**src/rtl/eag_pkg.sv**
```systemverilog
package eag_pkg;

    typedef enum logic {
        AMODE_24 = 1'b0,
        AMODE_31 = 1'b1
    } amode_e;

endpackage

```
**src/rtl/eag_operand_gate.sv**
```systemverilog
module eag_operand_gate #(
    parameter int WIDTH  = 32,
    parameter int SPEC_W = 4
) (
    input  logic [SPEC_W-1:0] spec,
    input  logic [WIDTH-1:0]  reg_val,
    output logic [WIDTH-1:0]  term
);
    localparam logic [SPEC_W-1:0] NO_REG = '0;

    always_comb begin
        if (spec == NO_REG) begin
            term = '0;
        end else begin
            term = reg_val;
        end
    end
endmodule

```
**src/rtl/eag_sum3.sv**
```systemverilog
module eag_sum3 #(
    parameter int WIDTH  = 32,
    parameter int DISP_W = 12
) (
    input  logic [DISP_W-1:0] disp,
    input  logic [WIDTH-1:0]  term_x,
    input  logic [WIDTH-1:0]  term_b,
    output logic [WIDTH-1:0]  sum
);
    localparam int PAD_W = WIDTH - DISP_W;

    logic [WIDTH-1:0] disp_ext;
    logic [WIDTH-1:0] partial;

    always_comb begin
        disp_ext = {{PAD_W{1'b0}}, disp};
        partial  = disp_ext + term_x;
        sum      = partial + term_b;
    end
endmodule

```
**src/rtl/eag_mode_mask.sv**
```systemverilog
module eag_mode_mask
    import eag_pkg::*;
#(
    parameter int WIDTH    = 32,
    parameter int NARROW_W = 24,
    parameter int WIDE_W   = 31
) (
    input  amode_e           mode,
    input  logic [WIDTH-1:0] raw,
    output logic [WIDTH-1:0] masked
);
    localparam logic [WIDTH-1:0] ONES        = '1;
    localparam logic [WIDTH-1:0] NARROW_KEEP = ONES >> (WIDTH - NARROW_W);
    localparam logic [WIDTH-1:0] WIDE_KEEP   = ONES >> (WIDTH - WIDE_W);

    always_comb begin
        unique case (mode)
            AMODE_24: masked = raw & NARROW_KEEP;
            default:  masked = raw & WIDE_KEEP;
        endcase
    end
endmodule

```
**src/rtl/eag_unit.sv**
```systemverilog
module eag_unit
    import eag_pkg::*;
#(
    parameter int ADDR_W   = 32,
    parameter int DISP_W   = 12,
    parameter int SPEC_W   = 4,
    parameter int NARROW_W = 24,
    parameter int WIDE_W   = 31
) (
    input  logic              clk,
    input  logic              rst,
    input  logic              in_valid,
    input  logic              amode31,
    input  logic [SPEC_W-1:0] base_sel,
    input  logic [SPEC_W-1:0] index_sel,
    input  logic [SPEC_W-1:0] dst_sel,
    input  logic [DISP_W-1:0] disp,
    input  logic [ADDR_W-1:0] base_val,
    input  logic [ADDR_W-1:0] index_val,
    output logic              wr_en,
    output logic [SPEC_W-1:0] wr_sel,
    output logic [ADDR_W-1:0] wr_data
);
    localparam int NUM_OPS = 2;
    localparam int PAD_W   = ADDR_W - DISP_W;

    typedef struct packed {
        logic              en;
        logic [SPEC_W-1:0] sel;
        logic [ADDR_W-1:0] data;
    } wport_t;

    wport_t state_d, state_q;

    logic [SPEC_W-1:0] op_spec [NUM_OPS];
    logic [ADDR_W-1:0] op_val  [NUM_OPS];
    logic [ADDR_W-1:0] op_term [NUM_OPS];
    logic [ADDR_W-1:0] raw_sum;
    logic [ADDR_W-1:0] masked_sum;
    amode_e            mode;

    always_comb begin
        op_spec[0] = index_sel;
        op_val[0]  = index_val;
        op_spec[1] = base_sel;
        op_val[1]  = base_val;
        mode       = amode31 ? AMODE_31 : AMODE_24;
    end

    for (genvar g = 0; g < NUM_OPS; g++) begin : g_gate
        eag_operand_gate #(
            .WIDTH  (ADDR_W),
            .SPEC_W (SPEC_W)
        ) u_gate (
            .spec    (op_spec[g]),
            .reg_val (op_val[g]),
            .term    (op_term[g])
        );
    end

    eag_sum3 #(
        .WIDTH  (ADDR_W),
        .DISP_W (DISP_W)
    ) u_sum (
        .disp   (disp),
        .term_x (op_term[0]),
        .term_b (op_term[1]),
        .sum    (raw_sum)
    );

    eag_mode_mask #(
        .WIDTH    (ADDR_W),
        .NARROW_W (NARROW_W),
        .WIDE_W   (WIDE_W)
    ) u_mask (
        .mode   (mode),
        .raw    (raw_sum),
        .masked (masked_sum)
    );

    always_comb begin
        state_d    = state_q;
        state_d.en = 1'b0;
        if (rst) begin
            state_d = '0;
        end else if (in_valid) begin
            state_d.en   = 1'b1;
            state_d.sel  = dst_sel;
            state_d.data = masked_sum;
        end
    end

    always_ff @(posedge clk) begin
        state_q <= state_d;
    end

    assign wr_en   = state_q.en;
    assign wr_sel  = state_q.sel;
    assign wr_data = state_q.data;

    always_comb begin
        if (!rst && base_sel == '0 && index_sel == '0) begin
            AST_BARE_DISP: assert (raw_sum == {{PAD_W{1'b0}}, disp});
        end
    end

    AST_RESET_CLEARS: assert property (@(posedge clk)
        rst |=> (!wr_en && wr_data == '0));

    AST_VALID_WRITES: assert property (@(posedge clk) disable iff (rst)
        in_valid |=> (wr_en && wr_sel == $past(dst_sel)));

    AST_TOP_BYTE_CLEAR: assert property (@(posedge clk) disable iff (rst)
        (in_valid && !amode31) |=> (wr_data[ADDR_W-1:NARROW_W] == '0));

    AST_MSB_CLEAR: assert property (@(posedge clk) disable iff (rst)
        (in_valid && amode31) |=> !wr_data[ADDR_W-1]);

    AST_IDLE_HOLDS: assert property (@(posedge clk) disable iff (rst)
        !in_valid |=> (!wr_en && $stable(wr_data) && $stable(wr_sel)));

endmodule

```
**config.mk**
```make
export PLATFORM = sky130hd
export DESIGN_NAME = eag_unit
export DESIGN_NICKNAME = d
export VERILOG_FILES = /design/src/rtl/eag_pkg.sv /design/src/rtl/eag_operand_gate.sv /design/src/rtl/eag_sum3.sv /design/src/rtl/eag_mode_mask.sv /design/src/rtl/eag_unit.sv
export SDC_FILE = /design/constraint.sdc
export NUM_CORES = 1
export LEC_CHECK = 0
export ABC_CLOCK_PERIOD_IN_PS = 3900
export BUFFER_PORTS_ARGS = -buffer_cell sky130_fd_sc_hd__buf_2
export CORE_MARGIN = 2
export CORE_UTILIZATION = 45
export CTS_CLUSTER_DIAMETER = 200
export DETAILED_ROUTE_END_ITERATION = 10
export HOLD_SLACK_MARGIN = 0.1
export PLACE_DENSITY = 0.76
export SLEW_MARGIN = 30
export SYNTH_ARGS = -nofsm -noshare
export SYNTH_HDL_FRONTEND = slang
export SYNTH_SLANG_ARGS = --single-unit
```
**constraint.sdc**
```tcl
create_clock -name clk -period 3.9 [get_ports clk]
set_input_delay 0.39 -clock clk [delete_from_list [all_inputs] [get_ports clk]]
set_output_delay 0.39 -clock clk [all_outputs]
set_load 0.02 [all_outputs]
```
==> results.cfg <==
[placement]
place.gp.congestion = 0.903
hpwl_um = 7890
pre_cts_ws_ns = 0.0707
port_buffers = 125

[critical_path]
worstPathRequired_ns = 4.07
end_kind = flip-flop
cp.arrival_ns = 3.74
endpoint = wr_data[23]
r2r_end = wr_data[28]
cp-start-kind = input pin
critPathKind = input pin to flip-flop
reg2regPathDepth = 3
timing.rr.start = wr_data[28]
startpoint = index_sel[3]
worstPathMaxFanout = 14
reg2reg_setup_slack_ns = 3.00

[timing]
worstMarginPinSlew_ns = 0.740
finalClockSkew_ns = 0
slew-limit-headroom_pct = 50.6
drv_slew = 0
hold_violations = 0
setup-violations-final = 0
setup_slack_ns = 0.337
period_share_pct = 91.4
fin_tns_setup_ns = 0
fmax_mhz = 281
period_needed_ns = 3.56
rsz0062_at_grt = false

[synthesis]
ys_seq_elements = 36
synthCells = 442
synth_seq_area_share_pct = 19.2
ys_top_cells_by_area = dfxtp_1, ha_1, nor2b_1
synth_warnings = 0
synth_nets = 594
yosysUniqueCellTypes = 63
netlist.top_cell.by_area = dfxtp_1
synthArstFlopShare_pct = 0
syn_area_sq_um = 3760
yosys.area.top_type_share_pct = 19.2
synthFlopType = dfxtp_1
syn_area_per_cell_sq_um = 8.51
synth_edf_count = 0

[cts]
h-tree-depth = 2
cts_sinks = 36
cts_tree = done
cts_buffers = 5
cts_root_buf = clkbuf_8
postCtsHoldBufs = 0
clk_pin_slew_ns = 0.07
postCtsSetupRepairBufs = 0
clk_latency_ns = 0.28
cts_resized = 0
clockBufferDepth = 2

[floorplan]
io_pins = 129
rows = 33
dieArea_sq_um = 9100
fp.dieW_um = 95.4
fp.coreArea_sq_um = 8180
die_y_um = 95.4
start_util_pct = 46.0

[drt]
firstDrtPassIters = 4
drc = 0
routed_wl_um = 9690
drtAntennaViolNets = 0
wire_per_inst_um = 14.5
via_count = 3608
drt_iter0_drc = 176
viasPerCell = 5.40

[finish]
n_fill_cell = 788
num_antenna_cells = 0
area_delta_synth_final_pct = 21.8
register_area_sq_um = 721
drive_gt1_share_pct = 28.1
nNetsFinal = 717
multi_input_area_sq_um = 2910

[power_and_ir_drop]
leakagePower_nw = 2.25
power_frac_seq_pct = 28.3
power.internal_uw = 929
pwr-share-clk_pct = 15.2
power_density_nw_per_um2 = 346
switching_share_pct = 41.4
combPwrFrac_pct = 56.5
power_switching_uw = 656
vdd_drop_max_uv = 196

[worst_hold_path]
hp-start = dst_sel[2]
hp-class = input pin to flip-flop

[global_routing]
gr-usage-all-layers_pct = 21.9
grt_overflow = 0
first_global_vias = 3394
grt_first_pass_wirelength_um = 15800
antenna_found_initial = 0
grt_max_degree = 28

[run_status]
outcome = completed

[run]
cap_violations = 0
==> how the worst min path moves through the flow <==
stage / end / slack [ns] / depth (start not counted)
6_report: wr_sel[2] / 0.35 / 3
5_1_grt: wr_sel[1] / 0.36 / 3
4_1_cts: wr_sel[2] / 0.34 / 3
3_5_place_dp: wr_data[29] / 0.44 / 2
3_3_place_gp: wr_data[29] / 0.43 / 2
2_1_floorplan: wr_data[29] / 0.52 / 2
==> cells in the mapped netlist, types with 2 or more instances <==
master and number:
nand4_1 5, inv_1 8, o21ai_0 13, nor3_1 2, and2_1 2, clkbuf_2 2
xnor2_1 15, nor4_1 3, nor3b_1 2, nor2_1 35, o31ai_1 4, clkbuf_1 12
a31o_2 3, buf_1 3, fa_1 13, a221o_1 2, a21oi_1 28, xor2_1 7
a22oi_1 2, and3_1 3, ha_1 47, a22o_1 7, o211ai_1 9, buf_4 2
a211oi_1 8, nor2b_1 61, nand2b_1 5, buf_6 2, and4_1 2, nand2_1 29
a21boi_0 2, a31oi_1 6, o21ai_1 2, a21o_1 8, mux2i_1 14, o21a_1 3
dfxtp_1 36, or3_1 3, nand3_1 8
==> layout by cell type, fill, tap and decap left out, types with 3 or more instances in the layout <==
cell and instances:
nand3_1 8, nor2b_1 61, buf_4 13, a211oi_1 8, xor2_1 7, a21oi_1 28, xnor2_1 15, o21ai_0 13
a31o_2 3, and3_1 3, nand2_1 29, fa_1 13, o31ai_1 4, buf_2 125, nor2_1 34, a22o_1 7
inv_1 8, o211ai_1 9, o21a_1 3, nand4_1 5, or3_1 3, clkbuf_8 5, nand2b_1 5, a31oi_1 6
a21o_1 8, dfxtp_1 36, ha_1 47, mux2i_1 14
==> cell families (layout without fill, tap and decap cells) <==
family | count (synthesis) | after routing | share of synthesized area [%]
flops | 36 | 36 | 19.2
buf+inv | 30 | 151 | 3.93
compound gates | 111 | 111 | 20.6
other cells | 1 | 1 | 0.0997
simple gates | 166 | 166 | 24.0
fa+ha+maj | 60 | 60 | 22.6
xor+xnor | 23 | 23 | 5.72
mux | 15 | 15 | 4.03
==> power by group through the flow <==
stage / combinational, mW / clock [mW] / sequential (mW)
detailed placement: 0.891 / 0 / 0.457
CTS: 0.896 / 0.251 / 0.449
floorplan: 0.586 / 0 / 0.520
global route: 0.992 / 0.263 / 0.454
finish: 0.895 / 0.241 / 0.449
global placement: 0.879 / 0 / 0.455
==> stage by stage <==
stage | utilization, % | instance area, sq um | hold slack [ns] | instances | power, mW
2_1_floorplan | - | 3760 | 0.523 | 442 | 1.11
3_3_place_gp | 55.2 | 4510 | 0.433 | 663 | 1.33
3_5_place_dp | 55.2 | 4510 | 0.437 | 663 | 1.35
4_1_cts | 56.0 | 4580 | 0.345 | 668 | 1.60
5_1_grt | 56.0 | 4580 | 0.355 | 668 | 1.71
6_report | 56.0 | 4580 | 0.353 | 668 | 1.59
==> area by class of cell <==
| class | count | share of cell area [%] |
|---|---|---|
| flip-flops and latches | 36 | 15.7 |
| repair buffers | 138 | 15.8 |
| inverters | 8 | 0.655 |
| multi-input cells | 376 | 63.5 |
| clock buffers | 5 | 1.50 |
| well taps | 105 | 2.87 |
==> state kept, by name (all words and copies together) (netlist names) <==
name	cells
wr_en	1
wr_data	31
wr_sel	4
==> per-layer routing <==
| metal | track usage (%) | routed length [um] |
|---|---|---|
| met3 | 2.61 | 499 |
| met1 | 27.5 | 4200 |
| met2 | 40.0 | 4910 |
| met4 | 4.88 | 81 |
| met5 | 0 | 0 |
==> critical path, stage by stage <==
cell	delay, ns
buf_2	0.10
nor4_2	0.29
buf_4	0.26
nor2b_1	0.08
fa_1	0.46
ha_1	0.24
fa_1	0.43
a211oi_1	0.28
o21ai_2	0.16
o211ai_1	0.29
and4_1	0.30
o31ai_1	0.11
xnor2_1	0.14
a22o_1	0.19
(Power assumes the default switching activity.)
